$ cat src/rtl/ps2kb_pkg.sv
package ps2kb_pkg;
    typedef enum logic [1:0] {
        RX_IDLE,
        RX_DATA,
        RX_PARITY,
        RX_STOP
    } rx_state_t;

    localparam logic [7:0] CODE_EXT = 8'hE0;
    localparam logic [7:0] CODE_BRK = 8'hF0;
    localparam int         DATA_BITS = 8;
endpackage

$ cat src/rtl/ps2kb_line_filter.sv
module ps2kb_line_filter #(
    parameter int FILT_LEN = 4
) (
    input  logic clk,
    input  logic rst_n,
    input  logic ps2_clk_i,
    input  logic ps2_dat_i,
    output logic fall_o,
    output logic dat_o
);
    localparam int CW = $clog2(FILT_LEN + 1);

    logic [1:0]    clk_s;
    logic [1:0]    dat_s;
    logic          clk_f;
    logic          clk_f_d;
    logic [CW-1:0] cnt;

    always_ff @(posedge clk or negedge rst_n) begin
        if (!rst_n) begin
            clk_s   <= 2'b11;
            dat_s   <= 2'b11;
            clk_f   <= 1'b1;
            clk_f_d <= 1'b1;
            cnt     <= '0;
        end else begin
            clk_s   <= {clk_s[0], ps2_clk_i};
            dat_s   <= {dat_s[0], ps2_dat_i};
            clk_f_d <= clk_f;
            if (clk_s[1] == clk_f) begin
                cnt <= '0;
            end else if (cnt == CW'(FILT_LEN - 1)) begin
                clk_f <= clk_s[1];
                cnt   <= '0;
            end else begin
                cnt <= cnt + 1'b1;
            end
        end
    end

    assign fall_o = clk_f_d & ~clk_f;
    assign dat_o  = dat_s[1];


    filt_follow_chk: assert property (@(posedge clk) disable iff (!rst_n)
        !$stable(clk_f) |-> ($past(clk_s[1]) != $past(clk_f)));
endmodule

$ cat src/rtl/ps2kb_frame_rx.sv
module ps2kb_frame_rx
    import ps2kb_pkg::*;
#(
    parameter int TIMEOUT_CYC = 250000
) (
    input  logic       clk,
    input  logic       rst_n,
    input  logic       fall_i,
    input  logic       dat_i,
    output logic       byte_vld_o,
    output logic [7:0] byte_o,
    output logic       err_o
);
    localparam int TW = $clog2(TIMEOUT_CYC + 1);
    localparam int BW = $clog2(DATA_BITS);

    rx_state_t     st, st_nx;
    logic [TW-1:0] gap_cnt;
    logic [BW-1:0] bit_cnt;
    logic [7:0]    shreg;
    logic          par_q;
    logic          frame_ok;

    assign frame_ok = dat_i & (^{shreg, par_q});

    always_comb begin
        st_nx = st;
        if (st != RX_IDLE && !fall_i && gap_cnt == TW'(TIMEOUT_CYC - 1)) begin
            st_nx = RX_IDLE;
        end else if (fall_i) begin
            unique case (st)
                RX_IDLE:   if (!dat_i) st_nx = RX_DATA;
                RX_DATA:   if (bit_cnt == BW'(DATA_BITS - 1)) st_nx = RX_PARITY;
                RX_PARITY: st_nx = RX_STOP;
                RX_STOP:   st_nx = RX_IDLE;
            endcase
        end
    end

    always_ff @(posedge clk or negedge rst_n) begin
        if (!rst_n) st <= RX_IDLE;
        else        st <= st_nx;
    end

    always_ff @(posedge clk or negedge rst_n) begin
        if (!rst_n) begin
            gap_cnt <= '0;
            bit_cnt <= '0;
            shreg   <= '0;
            par_q   <= 1'b0;
        end else begin
            if (fall_i || st == RX_IDLE) gap_cnt <= '0;
            else                         gap_cnt <= gap_cnt + 1'b1;
            if (st == RX_IDLE)                bit_cnt <= '0;
            else if (fall_i && st == RX_DATA) bit_cnt <= bit_cnt + 1'b1;
            if (fall_i && st == RX_DATA)   shreg <= {dat_i, shreg[7:1]};
            if (fall_i && st == RX_PARITY) par_q <= dat_i;
        end
    end

    always_ff @(posedge clk or negedge rst_n) begin
        if (!rst_n) begin
            byte_vld_o <= 1'b0;
            byte_o     <= '0;
            err_o      <= 1'b0;
        end else begin
            byte_vld_o <= fall_i && st == RX_STOP && frame_ok;
            err_o      <= fall_i && ((st == RX_IDLE && dat_i) ||
                                     (st == RX_STOP && !frame_ok));
            if (fall_i && st == RX_STOP) byte_o <= shreg;
        end
    end


    byte_idle_chk: assert property (@(posedge clk) disable iff (!rst_n)
        byte_vld_o |-> (st == RX_IDLE));

    abort_chk: assert property (@(posedge clk) disable iff (!rst_n)
        (st != RX_IDLE && !fall_i && gap_cnt == TW'(TIMEOUT_CYC - 1))
        |=> (st == RX_IDLE && !byte_vld_o && !err_o));
endmodule

$ cat src/rtl/ps2kb_code_fold.sv
module ps2kb_code_fold
    import ps2kb_pkg::*;
(
    input  logic       clk,
    input  logic       rst_n,
    input  logic       byte_vld_i,
    input  logic [7:0] byte_i,
    input  logic       err_i,
    output logic       key_stb_o,
    output logic [7:0] key_code_o,
    output logic       key_brk_o,
    output logic       key_ext_o,
    output logic       err_o
);
    logic pend_ext, pend_brk;

    always_ff @(posedge clk or negedge rst_n) begin
        if (!rst_n) begin
            pend_ext   <= 1'b0;
            pend_brk   <= 1'b0;
            key_stb_o  <= 1'b0;
            key_code_o <= '0;
            key_brk_o  <= 1'b0;
            key_ext_o  <= 1'b0;
            err_o      <= 1'b0;
        end else begin
            key_stb_o <= 1'b0;
            err_o     <= err_i;
            if (err_i) begin
                pend_ext <= 1'b0;
                pend_brk <= 1'b0;
            end else if (byte_vld_i) begin
                if (byte_i == CODE_EXT) begin
                    pend_ext <= 1'b1;
                end else if (byte_i == CODE_BRK) begin
                    pend_brk <= 1'b1;
                end else begin
                    key_stb_o  <= 1'b1;
                    key_code_o <= byte_i;
                    key_brk_o  <= pend_brk;
                    key_ext_o  <= pend_ext;
                    pend_ext   <= 1'b0;
                    pend_brk   <= 1'b0;
                end
            end
        end
    end


    stb_pulse_chk: assert property (@(posedge clk) disable iff (!rst_n)
        key_stb_o |=> !key_stb_o);

    no_overlap_chk: assert property (@(posedge clk) disable iff (!rst_n)
        !(key_stb_o && err_o));

    err_clears_chk: assert property (@(posedge clk) disable iff (!rst_n)
        err_i |=> (!pend_ext && !pend_brk && !key_stb_o));

    ext_silent_chk: assert property (@(posedge clk) disable iff (!rst_n)
        (byte_vld_i && !err_i && byte_i == CODE_EXT) |=> (pend_ext && !key_stb_o));
endmodule

$ cat src/rtl/ps2_key_rx.sv
module ps2_key_rx #(
    parameter int FILT_LEN    = 4,
    parameter int TIMEOUT_CYC = 250000
) (
    input  logic       clk,
    input  logic       rst_n,
    input  logic       ps2_clk,
    input  logic       ps2_dat,
    output logic       key_stb,
    output logic [7:0] key_code,
    output logic       key_break,
    output logic       key_ext,
    output logic       frame_err
);
    logic       fall, dat;
    logic       byte_vld, byte_err;
    logic [7:0] byte_val;

    ps2kb_line_filter #(.FILT_LEN(FILT_LEN)) u_filt (
        .clk(clk), .rst_n(rst_n),
        .ps2_clk_i(ps2_clk), .ps2_dat_i(ps2_dat),
        .fall_o(fall), .dat_o(dat)
    );

    ps2kb_frame_rx #(.TIMEOUT_CYC(TIMEOUT_CYC)) u_frame (
        .clk(clk), .rst_n(rst_n),
        .fall_i(fall), .dat_i(dat),
        .byte_vld_o(byte_vld), .byte_o(byte_val), .err_o(byte_err)
    );

    ps2kb_code_fold u_fold (
        .clk(clk), .rst_n(rst_n),
        .byte_vld_i(byte_vld), .byte_i(byte_val), .err_i(byte_err),
        .key_stb_o(key_stb), .key_code_o(key_code),
        .key_brk_o(key_break), .key_ext_o(key_ext), .err_o(frame_err)
    );
endmodule

$ cat config.mk
export PLATFORM = sky130hd
export DESIGN_NAME = ps2_key_rx
export DESIGN_NICKNAME = d
export VERILOG_FILES = /design/src/rtl/ps2kb_pkg.sv /design/src/rtl/ps2kb_line_filter.sv /design/src/rtl/ps2kb_frame_rx.sv /design/src/rtl/ps2kb_code_fold.sv /design/src/rtl/ps2_key_rx.sv
export SDC_FILE = /design/constraint.sdc
export NUM_CORES = 1
export LEC_CHECK = 0
export BUFFER_PORTS_ARGS = -buffer_cell sky130_fd_sc_hd__buf_2
export CAP_MARGIN = 5
export CORE_ASPECT_RATIO = 0.7
export CORE_MARGIN = 5
export CORE_UTILIZATION = 55
export CTS_CLUSTER_SIZE = 24
export DETAILED_ROUTE_END_ITERATION = 10
export MAX_ROUTING_LAYER = met4
export PLACE_DENSITY = 0.77
export SLEW_MARGIN = 20
export SYNTH_ARGS = -nofsm -noshare
export SYNTH_HDL_FRONTEND = slang
export SYNTH_SLANG_ARGS = --single-unit
export TNS_END_PERCENT = 10
$ cat constraint.sdc
create_clock -name clk -period 2.4 [get_ports clk]
set_input_delay 0 -clock clk [delete_from_list [all_inputs] [get_ports clk]]
set_output_delay 0 -clock clk [all_outputs]
set_load 0.02 [all_outputs]
==> reports/qor.yml, run 1 <==
run_status:
  status: "finished, final reports clean"
worst_setup_path:
  r2r_start: "u_filt.clk_f_d$_DFF_PN1_"
  crit_chain: "nor2b_1 -> nand2_1 -> mux2_2"
  worstSetupPathType: "reg -> reg"
  arrival_ps: 2030
  reg2reg_depth: 3
  cp-end-kind: "flop"
  r2r-end: "u_frame.shreg[0]$_DFFE_PN0P_"
  worst_path_max_delay_cell: "dfstp_2"
  cp-start-kind: "flop"
  cp_slowest_stage_delay_ps: 510
  reg2reg_slack_ps: 580
  required_ps: 2620
  worstPathMaxFanout: 11
routing:
  wl_per_cell_um: 13.8
  wl_um: 4550
  dr.pass1.iters: 4
  vias: 1703
  vias_per_cell: 5.18
  ant_nets: 0
  drt_iter0_markers: 107
  drc: 0
pwr:
  peakVddDrop_mv: 0.591
  p_int_mw: 2.41
  power_frac_seq_pct: 44.3
  combinationalPowerShare_pct: 26.6
  p_sw_mw: 1.06
  swShare_pct: 30.5
  power_leakage_nw: 1.59
  p_clk_share_pct: 29.1
  powerDensity_nw_per_um2: 1060
  total_power_mw: 3.47
placed_design:
  gp_congestion: 0.741
  place.port_buffers: 15
  dp_hpwl_um: 3160
floorplan:
  die_h_um: 70.5
  pin_count: 16
  dieArea_um2: 6800
  core_area_um2: 5150
  fp-row-count: 22
  die_x_um: 96.4
  start_util_pct: 55.9
clock_tree:
  clockBufferDepth: 2
  htree_levels: 3
  clk_pin_slew_ps: 70
  cts_root_buf: "clkbuf_8"
  cts_tree: "yes"
  clock-sinks: 65
  clk_latency_ps: 330
  cts_buffers: 9
timing:
  finalCritPeriodShare_pct: 75.7
  max-slew-margin-rel_pct: 51.6
  drv_slew: 0
  rsz0062_at_grt: "false"
  max_freq_ghz: 0.551
  finalCriticalPeriod_ps: 1820
  finalHoldViolCount: 0
  worstMarginPinSlew_ps: 726
  tns_ps: 0
  skew_ps: 5.54
  setup_violations: 0
global_route:
  grt_max_degree: 36
  gr-total-overflow: 0
  grt_pass1_wl_um: 7950
  antenna_found_initial: 0
  grt_pass1_vias: 1663
  grt_usage_pct: 15.7
synth:
  syn_area_per_cell_um2: 12.7
  async_flop_share_pct: 100
  seq_area_frac_synth_pct: 56.8
  synth-seq-cells: 65
  synth_cell_types: 42
  synth_warnings: 0
  synth_cells: 227
  synth_edf_count: 0
  syn_area_um2: 2880
  syn_nets: 240
  synthFlopType: "dfrtp_1"
finish:
  drive_gt1_share_pct: 30.4
  fin_util_pct: 63.8
  area_growth_syn_to_layout_pct: 14.2
  num_antenna_cells: 0
  final_nets: 265
worst_hold_path:
  hp-class: "in -> async"
flow_run:
  cap_violations: 0
logic make-up (layout without fill, tap and decap cells):
group                    count (synthesis)  after routing  share of synthesized area, %
AND/OR/NAND/NOR                         70             70                          15.0
flip-flops                              65             65                          56.8
multiplexers                            29             29                          11.3
XOR/XNOR                                21             21                          6.87
buffers and inverters                   17             47                          2.65
AO/OA/AOI/OAI                           16             16                          3.44
adder cells (fa/ha/maj)                  9              9                          3.91
worst max path at each step:
| stage | from | endpoint | cells after the start |
|---|---|---|---|
| floorplan | u_filt.clk_f$_DFFE_PN1P_ | u_frame.st[1]$_DFFE_PN0P_ | 6 |
| global placement | u_filt.clk_f_d$_DFF_PN1_ | u_frame.shreg[2]$_DFFE_PN0P_ | 3 |
| detailed placement | u_filt.clk_f_d$_DFF_PN1_ | u_frame.shreg[6]$_DFFE_PN0P_ | 3 |
| CTS | u_filt.clk_f_d$_DFF_PN1_ | u_frame.shreg[0]$_DFFE_PN0P_ | 3 |
| global route | u_frame.st[0]$_DFFE_PN0P_ | u_frame.st[1]$_DFFE_PN0P_ | 5 |
| finish | u_filt.clk_f_d$_DFF_PN1_ | u_frame.shreg[0]$_DFFE_PN0P_ | 3 |
timing repair:
item,CTS,global route
resized for setup,0,0
endpoints found under the hold margin,26,0
hold buffers,3,0
setup buffers,0,0
registers in the layout (all words and copies together) (netlist names), 2 cells and up:
register and count:
u_filt.clk_s 2, u_filt.dat_s 2, u_frame.bit_cnt 3, u_filt.cnt 3
u_frame.byte_o 8, u_frame.st 2, u_frame.gap_cnt 18, u_fold.key_code_o 8
u_frame.shreg 8
cell usage in the layout, fill, tap and decap left out, types with 2 or more instances in the layout:
cell type / count
clkinv_2: 2
nand4_1: 4
clkbuf_8: 10
mux2_2: 28
a31o_2: 3
nor2_1: 19
dlygate4sd3_1: 3
nor2b_1: 2
dfrtp_1: 59
nor4b_1: 2
nand2b_1: 2
a21oi_1: 8
xor2_1: 5
buf_2: 15
nor3b_1: 2
dfstp_2: 6
xnor2_1: 15
and3_1: 2
bufinv_16: 2
nand2_1: 8
nand3_1: 9
o21ai_0: 2
ha_1: 9
inv_1: 11
nor4_4: 2
nor3_1: 5
critical path, delay by kind of cell (launching register included):
kind	cells	cell delay (ps)
and+or+nand+nor	2	810
DFF	1	510
muxes	1	380
per-stage QoR:
stage | setup slack, ps | hold WS (ps) | instances | cell area (um2)
finish | 584 | 268 | 329 | 3280
global placement | 589 | 91.6 | 310 | 3030
detailed placement | 593 | 93.1 | 310 | 3030
CTS | 592 | 261 | 329 | 3280
floorplan | 840 | -296 | 227 | 2880
global route | 448 | 304 | 329 | 3280
metal layers:
metal	wire length (um)	share of wire [%]	global-route usage, %	up-vias
met2	1900	42	20.5	26
met3	190	4.2	5.49	4
met1	2420	53	22.6	834
met5	0	0	-	-
li1	-	-	-	839
met4	41	0.90	5.60	0
cell usage after synthesis, drive strengths merged (2+ instances only):
library cell,count,area (um2)
buf,5,31.3
a31o,3,26.3
inv,11,41.3
nor2b,2,12.5
or2,2,12.5
a21oi,8,40.0
and3,3,20.0
nand2b,2,12.5
nor4b,2,17.5
dfrtp,59,1480
nor3,5,25.0
o21ai,2,10.0
nand2,8,30.0
ha,9,113
mux2,28,315
nor3b,2,15.0
xor2,5,43.8
nand3,10,62.6
dfstp,6,158
nor2,20,77.6
nand4,5,46.3
xnor2,15,131
nor4,4,61.3
final cells by class:
| cell class | instances | area [um2] |
|---|---|---|
| inverters | 11 | 41.3 |
| repair buffers | 20 | 133 |
| flip-flops and latches | 65 | 1630 |
| multi-input cells | 145 | 1170 |
| clock buffers | 11 | 141 |
| well taps | 72 | 90.1 |
| clock inverters | 5 | 78.8 |
| fillers | 419 | 1860 |
power by group through the flow:
stage | Clock (mW) | Combinational (mW) | Sequential [mW]
2_1_floorplan | 0 | 0.727 | 1.54
3_3_place_gp | 0 | 0.910 | 1.55
3_5_place_dp | 0 | 0.931 | 1.56
4_1_cts | 1.04 | 0.935 | 1.54
5_1_grt | 1.09 | 1.02 | 1.57
6_report | 1.01 | 0.924 | 1.54
No activity file was read; power rests on OpenSTA's default activity.
==> inputs of run 2 (changes only) <==
--- a/config.mk
+++ b/config.mk
@@ -9,11 +9,11 @@
 export CAP_MARGIN = 5
 export CORE_ASPECT_RATIO = 0.7
 export CORE_MARGIN = 5
-export CORE_UTILIZATION = 55
+export CORE_UTILIZATION = 54
 export CTS_CLUSTER_SIZE = 24
 export DETAILED_ROUTE_END_ITERATION = 10
 export MAX_ROUTING_LAYER = met4
-export PLACE_DENSITY = 0.77
+export PLACE_DENSITY = 0.79
 export SLEW_MARGIN = 20
 export SYNTH_ARGS = -nofsm -noshare
 export SYNTH_HDL_FRONTEND = slang
==> constraint.sdc (replaced) <==
create_clock -name clk -period 1.65 [get_ports clk]
set_input_delay 0 -clock clk [delete_from_list [all_inputs] [get_ports clk]]
set_output_delay 0 -clock clk [all_outputs]
set_load 0.02 [all_outputs]
==> run 2 against run 1 <==
  * Sequential cell count did not move
  * First-iteration DRC count rose by 10%
  * Non-clock buffer count is 8 higher
  * Combinational power increased by 61%
  * Worst hold slack got worse by 120 ps
  * Critical path depth is 1 higher
  * Sequential power increased by 47%
  * Power up 46%
  * Count of clock-buffer cells in the layout is 2 lower
  * Cell area grew 1.9%
==> reports/qor.yml, run 2 (synthesis results as in run 1) <==
global_route:
  grt_pass1_wl_um: 8800  # +11%
  met3_usage_pct: 6.90  # +1.4 points
  busiest_layer: "met2"
  grt_usage_pct: 16.6  # +0.89 points
  grt_max_degree: 45  # +25%
  grt_use_met1_pct: 21.4  # -1.1 points
  grt_pass1_vias: 1797  # +8.1%
  grt_util_met2_pct: 23.1  # +2.6 points
  antenna_found_initial: 0  # unchanged
  gr-total-overflow: 0  # unchanged
worst_setup_path:
  cp-end-kind: "flop"
  worstSetupPathType: "reg -> reg"
  crit_chain: "nand4b_1 -> o41ai_2 -> or2_4 -> mux2_2"
  path_delay_family: "simple AND/OR/NAND/NOR gates"
  path_buf_inv: 0  # unchanged
  cp_slowest_stage_delay_ps: 370  # -140 ps
  r2r_start: "u_frame.byte_o[2]$_DFFE_PN0P_"
  r2r-end: "u_fold.key_code_o[4]$_DFFE_PN0P_"
  arrival_ps: 1800  # -230 ps
  required_ps: 1890  # -730 ps
  reg2reg_slack_ps: 80  # -500 ps
  worstPathMaxFanout: 11  # unchanged
  reg2reg_depth: 4  # +1
  cp-start-kind: "flop"
  worst_path_max_delay_cell: "dfrtp_1"
finish:
  largest_register_ffs: 18  # unchanged
  top_register: "u_frame.gap_cnt"
  final_nets: 273  # +3.0%
  drive_gt1_share_pct: 34.3  # +4.0 points
  layout_commonest_cell: "dfrtp_1"
  fill_cells: 388  # -7.4%
  multiInputGateArea_um2: 1190  # +2.5%
  num_antenna_cells: 0  # unchanged
  final_cell_mix: "dfrtp_1 (59), mux2_2 (28), nor2_1 (19), xnor2_1 (15), buf_2 (15)"
  seq_area_um2: 1630  # unchanged
  area_growth_syn_to_layout_pct: 16.4
floorplan:
  pin_count: 16  # unchanged
  die_x_um: 97.2  # +0.83%
  start_util_pct: 55.3  # -0.59 points
  core_area_um2: 5200  # +1.1%
  fp-row-count: 22  # unchanged
  dieArea_um2: 6910  # +1.6%
  die_h_um: 71.1  # +0.79%
timing:
  max-slew-margin-rel_pct: 65.8  # +14 points
  hold_ws_ps: 153  # -115 ps
  drv_slew: 0  # unchanged
  skew_ps: 8.30  # +2.76 ps
  finalCritPeriodShare_pct: 95.1  # +19 points
  finalHoldViolCount: 0  # unchanged
  rsz0062_at_grt: "true"
  worstMarginPinSlew_ps: 513  # -213 ps
  setup_violations: 0  # unchanged
  finalCriticalPeriod_ps: 1570  # -246 ps
  max_freq_ghz: 0.637  # +16%
flow_run:
  cap_violations: 0  # unchanged
routing:
  dr.pass1.iters: 5  # +1
  vias_per_cell: 5.29  # +2.2%
  wl_per_cell_um: 14.5  # +4.9%
  ant_nets: 0  # unchanged
  drc: 0  # unchanged
  wl_um: 4890  # +7.5%
  vias: 1783  # +4.7%
  drt_iter0_markers: 118  # +10%
worst_hold_path:
  hp-class: "in -> async"
clock_tree:
  clk_pin_slew_ps: 80  # about the same
  cts_buffers: 9  # unchanged
  htree_levels: 3  # unchanged
  clockBufferDepth: 2  # unchanged
  clk_latency_ps: 350  # +20 ps
  clock-sinks: 65  # unchanged
  post-cts-setup-buffers: 0  # unchanged
  cts_root_buf: "clkbuf_8"
  cts_tree: "yes"
placed_design:
  dp_hpwl_um: 3300  # +4.3%
  gp_congestion: 0.765  # +3.3%
  place.port_buffers: 15  # unchanged
pwr:
  total_power_mw: 5.07  # +46%
  power_leakage_nw: 1.61  # +1.6%
  powerDensity_nw_per_um2: 1520  # +43%
  peakVddDrop_mv: 0.987  # +67%
run_status:
  status: "finished, final reports clean"
==> run 2: worst max-delay path by stage <==
| stage | from | end | slack [ps] | depth (start not counted) |
|---|---|---|---|---|
| 3_5_place_dp | u_filt.clk_f_d$_DFF_PN1_ | u_frame.byte_o[3]$_DFFE_PN0P_ | -9 | 3 |
| 3_3_place_gp | u_frame.byte_o[2]$_DFFE_PN0P_ | u_fold.key_code_o[0]$_DFFE_PN0P_ | 30 | 4 |
| 4_1_cts | u_frame.byte_o[2]$_DFFE_PN0P_ | u_fold.key_code_o[4]$_DFFE_PN0P_ | 8 | 4 |
| 6_report | u_frame.byte_o[2]$_DFFE_PN0P_ | u_fold.key_code_o[4]$_DFFE_PN0P_ | 80 | 4 |
| 5_1_grt | u_frame.byte_o[2]$_DFFE_PN0P_ | u_fold.key_code_o[4]$_DFFE_PN0P_ | -40 | 4 |
| 2_1_floorplan | u_filt.clk_f$_DFFE_PN1P_ | u_frame.st[1]$_DFFE_PN0P_ | 90 | 6 |
==> run 2: report_power, final <==
group / internal, mW / switching [mW] / total (mW) / leakage [nW]
logic: 0.756 / 0.732 / 1.49 / 0.659
registers: 1.96 / 0.306 / 2.26 / 0.863
clock network: 0.693 / 0.631 / 1.32 / 0.0912
==> run 2: routing by layer <==
layer,vias up,wire [um]
li1,854,-
met1,890,2460
met2,30,2120
met3,9,229
met4,0,82
met5,-,0
==> run 2: worst register-to-register path, delay by kind of cell, from the launching register on <==
kind | cells | cell delay (ps)
multiplexers | 1 | 350
flip-flops | 1 | 370
AO/OA/AOI/OAI | 1 | 280
AND/OR/NAND/NOR | 2 | 450
==> run 2: metrics by stage <==
stage,area [um2],utilization (%),setup WS (ps),instances,TNS (ps)
2_1_floorplan,2880,-,90.3,227,0
3_3_place_gp,3090,59.5,32.8,318,0
3_5_place_dp,3090,59.5,-9.32,318,-16.9
4_1_cts,3320,63.9,8.27,337,0
5_1_grt,3350,64.4,-37.2,337,-232
6_report,3350,64.4,80.1,337,0
==> run 2: final cells by class <==
type,count,area share (%)
clock inverter,7,2.13
multi-input combinational,145,35.7
inverter,11,1.23
timing repair buffer,28,5.75
sequential,65,48.8
clock buffer,9,3.70
tap,72,2.69
==> run 2: repair_timing <==
action,in CTS,in global routing
gates resized for setup,2,4
endpoints found under the setup margin,18,15
hold endpoints to repair,23,0
hold buffers,3,0
==> inputs of run 3 (changes only) <==
--- a/config.mk
+++ b/config.mk
@@ -12,7 +12,6 @@
 export CORE_UTILIZATION = 54
 export CTS_CLUSTER_SIZE = 24
 export DETAILED_ROUTE_END_ITERATION = 10
-export MAX_ROUTING_LAYER = met4
 export PLACE_DENSITY = 0.79
 export SLEW_MARGIN = 20
 export SYNTH_ARGS = -nofsm -noshare
==> run 3 against run 2 <==
  * Critical path depth is the same
  * Die area unchanged
  * Cell count unchanged
  * Clock skew about the same
  * Non-clock buffer count unchanged
  * Sequential share of layout area unchanged
  * Clock power about the same
  * Critical path type unchanged
  * Routed wire length is essentially flat
==> reports/qor.yml, run 3 (synthesis results as in run 1) <==
clock_tree:
  cts_tree: "yes"
  clock-sinks: 65  # unchanged
  htree_levels: 3  # unchanged
  clk_pin_slew_ps: 80  # about the same
  clockBufferDepth: 2  # unchanged
  clk_latency_ps: 350  # about the same
  cts_buffers: 9  # unchanged
  post-cts-setup-buffers: 0  # unchanged
  cts_root_buf: "clkbuf_8"
pwr:
  total_power_mw: 5.07  # about the same
  power_leakage_nw: 1.61  # unchanged
  powerDensity_nw_per_um2: 1520  # about the same
  peakVddDrop_mv: 0.987  # about the same
placed_design:
  dp.cells: 318  # unchanged
  place.port_buffers: 15  # unchanged
  placed_area_um2: 3090  # unchanged
  dp_slack_ps: -9.32  # unchanged
  gp_congestion: 0.755  # -1.3%
  dp_hpwl_um: 3300  # unchanged
worst_setup_path:
  worstPathMaxFanout: 11  # unchanged
  cp_slowest_stage_delay_ps: 370  # about the same
  r2r_start: "u_frame.byte_o[2]$_DFFE_PN0P_"
  startpoint: "u_frame.byte_o[2]$_DFFE_PN0P_"
  cp-end-kind: "flop"
  crit_chain: "nand4b_1 -> o41ai_2 -> or2_4 -> mux2_2"
  r2r-end: "u_fold.key_code_o[4]$_DFFE_PN0P_"
  cp-start-kind: "flop"
  arrival_ps: 1810  # about the same
  reg2reg_slack_ps: 80  # about the same
  reg2reg_depth: 4  # unchanged
  required_ps: 1890  # about the same
  worst_path_max_delay_cell: "dfrtp_1"
  worstSetupPathType: "reg -> reg"
finish:
  fin_cells: 337  # unchanged
  area_growth_syn_to_layout_pct: 16.4  # unchanged
  largest_register_ffs: 18  # unchanged
  final_nets: 273  # unchanged
  fin_util_pct: 64.4  # unchanged
  num_antenna_cells: 0  # unchanged
  layout_commonest_cell: "dfrtp_1"
  drive_gt1_share_pct: 34.3  # unchanged
  top_register: "u_frame.gap_cnt"
  fin_area_um2: 3350  # unchanged
  final_cell_mix: "dfrtp_1 (59), mux2_2 (28), nor2_1 (19), xnor2_1 (15), buf_2 (15)"
  fill_cells: 388  # unchanged
timing:
  finalWorstSetupSlack_ps: 79.6  # -0.491 ps
  tns_ps: 0  # unchanged
  setup_violations: 0  # unchanged
  finalHoldViolCount: 0  # unchanged
  drv_slew: 0  # unchanged
  finalCritPeriodShare_pct: 95.2  # about the same
  hold_ws_ps: 153  # -0.489 ps
  rsz0062_at_grt: "true"
  finalCriticalPeriod_ps: 1570  # +0.491 ps
  worstMarginPinSlew_ps: 512  # -0.0988 ps
  skew_ps: 8.34  # +0.0386 ps
  max_freq_ghz: 0.637  # about the same
  max-slew-margin-rel_pct: 65.8  # about the same
floorplan:
  die_x_um: 97.2  # unchanged
  fp-row-count: 22  # unchanged
  core_area_um2: 5200  # unchanged
  start_util_pct: 55.3  # unchanged
  pin_count: 16  # unchanged
  die_h_um: 71.1  # unchanged
  dieArea_um2: 6910  # unchanged
routing:
  drt_iter0_markers: 106  # -10%
  wl_um: 4890  # about the same
  wl_per_cell_um: 14.5  # about the same
  drc: 0  # unchanged
  dr.pass1.iters: 5  # unchanged
  ant_nets: 0  # unchanged
  vias_per_cell: 5.30  # +0.17%
  vias: 1786  # +0.17%
global_route:
  grt_pass1_wl_um: 8780  # -0.24%
  grt_pass1_vias: 1799  # +0.11%
  antenna_found_initial: 0  # unchanged
  grt_usage_pct: 16.1  # -0.55 points
  grt_max_degree: 45  # unchanged
  gr-total-overflow: 0  # unchanged
flow_run:
  cap_violations: 0  # unchanged
run_status:
  status: "finished, final reports clean"
worst_hold_path:
  hp-class: "in -> async"
run 3: cell counts in the layout (fill, tap and decap cells not counted):
Identical to the previous run, type by type.
run 3: area by class of cell:
class / instances / area, um2 / share of cell area, %
Clock buffer: 9 / 124 / 3.70
Clock inverter: 7 / 71.3 / 2.13
Inverter: 11 / 41.3 / 1.23
Multi-Input combinational cell: 145 / 1190 / 35.7
Sequential cell: 65 / 1630 / 48.8
Tap cell: 72 / 90.1 / 2.69
Timing Repair Buffer: 28 / 193 / 5.75
run 3: repair_timing:
item | CTS | global route
resized for setup | 2 | 4
endpoints found under the setup margin | 18 | 15
gates cloned | 0 | 0
endpoints found under the hold margin | 23 | 0
hold buffers | 3 | 0
pin swaps | 0 | 0
run 3: metal layers:
| metal | up-vias | global-route usage, % | routed length (um) |
|---|---|---|---|
| li1 | 854 | - | - |
| met1 | 893 | 21.3 | 2460 |
| met2 | 30 | 23.1 | 2120 |
| met3 | 9 | 6.90 | 230 |
| met4 | 0 | 7.07 | 81 |
| met5 | - | 0 | 0 |
run 3: power breakdown:
group / internal, mW / switching [mW] / total [mW]
Clock: 0.693 / 0.633 / 1.33
Combinational: 0.756 / 0.731 / 1.49
Sequential: 1.96 / 0.306 / 2.26
run 3: critical path: cells and delay by family (launching register included):
kind / cells / cell delay [ps]
simple gates: 2 / 450
flops: 1 / 370
mux: 1 / 350
compound gates: 1 / 280
run 3: how the worst max path moves through the flow:
stage,end,depth (start not counted)
floorplan,u_frame.st[1]$_DFFE_PN0P_,6
global placement,u_fold.key_code_o[0]$_DFFE_PN0P_,4
detailed placement,u_frame.byte_o[3]$_DFFE_PN0P_,3
CTS,u_fold.key_code_o[4]$_DFFE_PN0P_,4
global route,u_fold.key_code_o[4]$_DFFE_PN0P_,4
finish,u_fold.key_code_o[4]$_DFFE_PN0P_,4
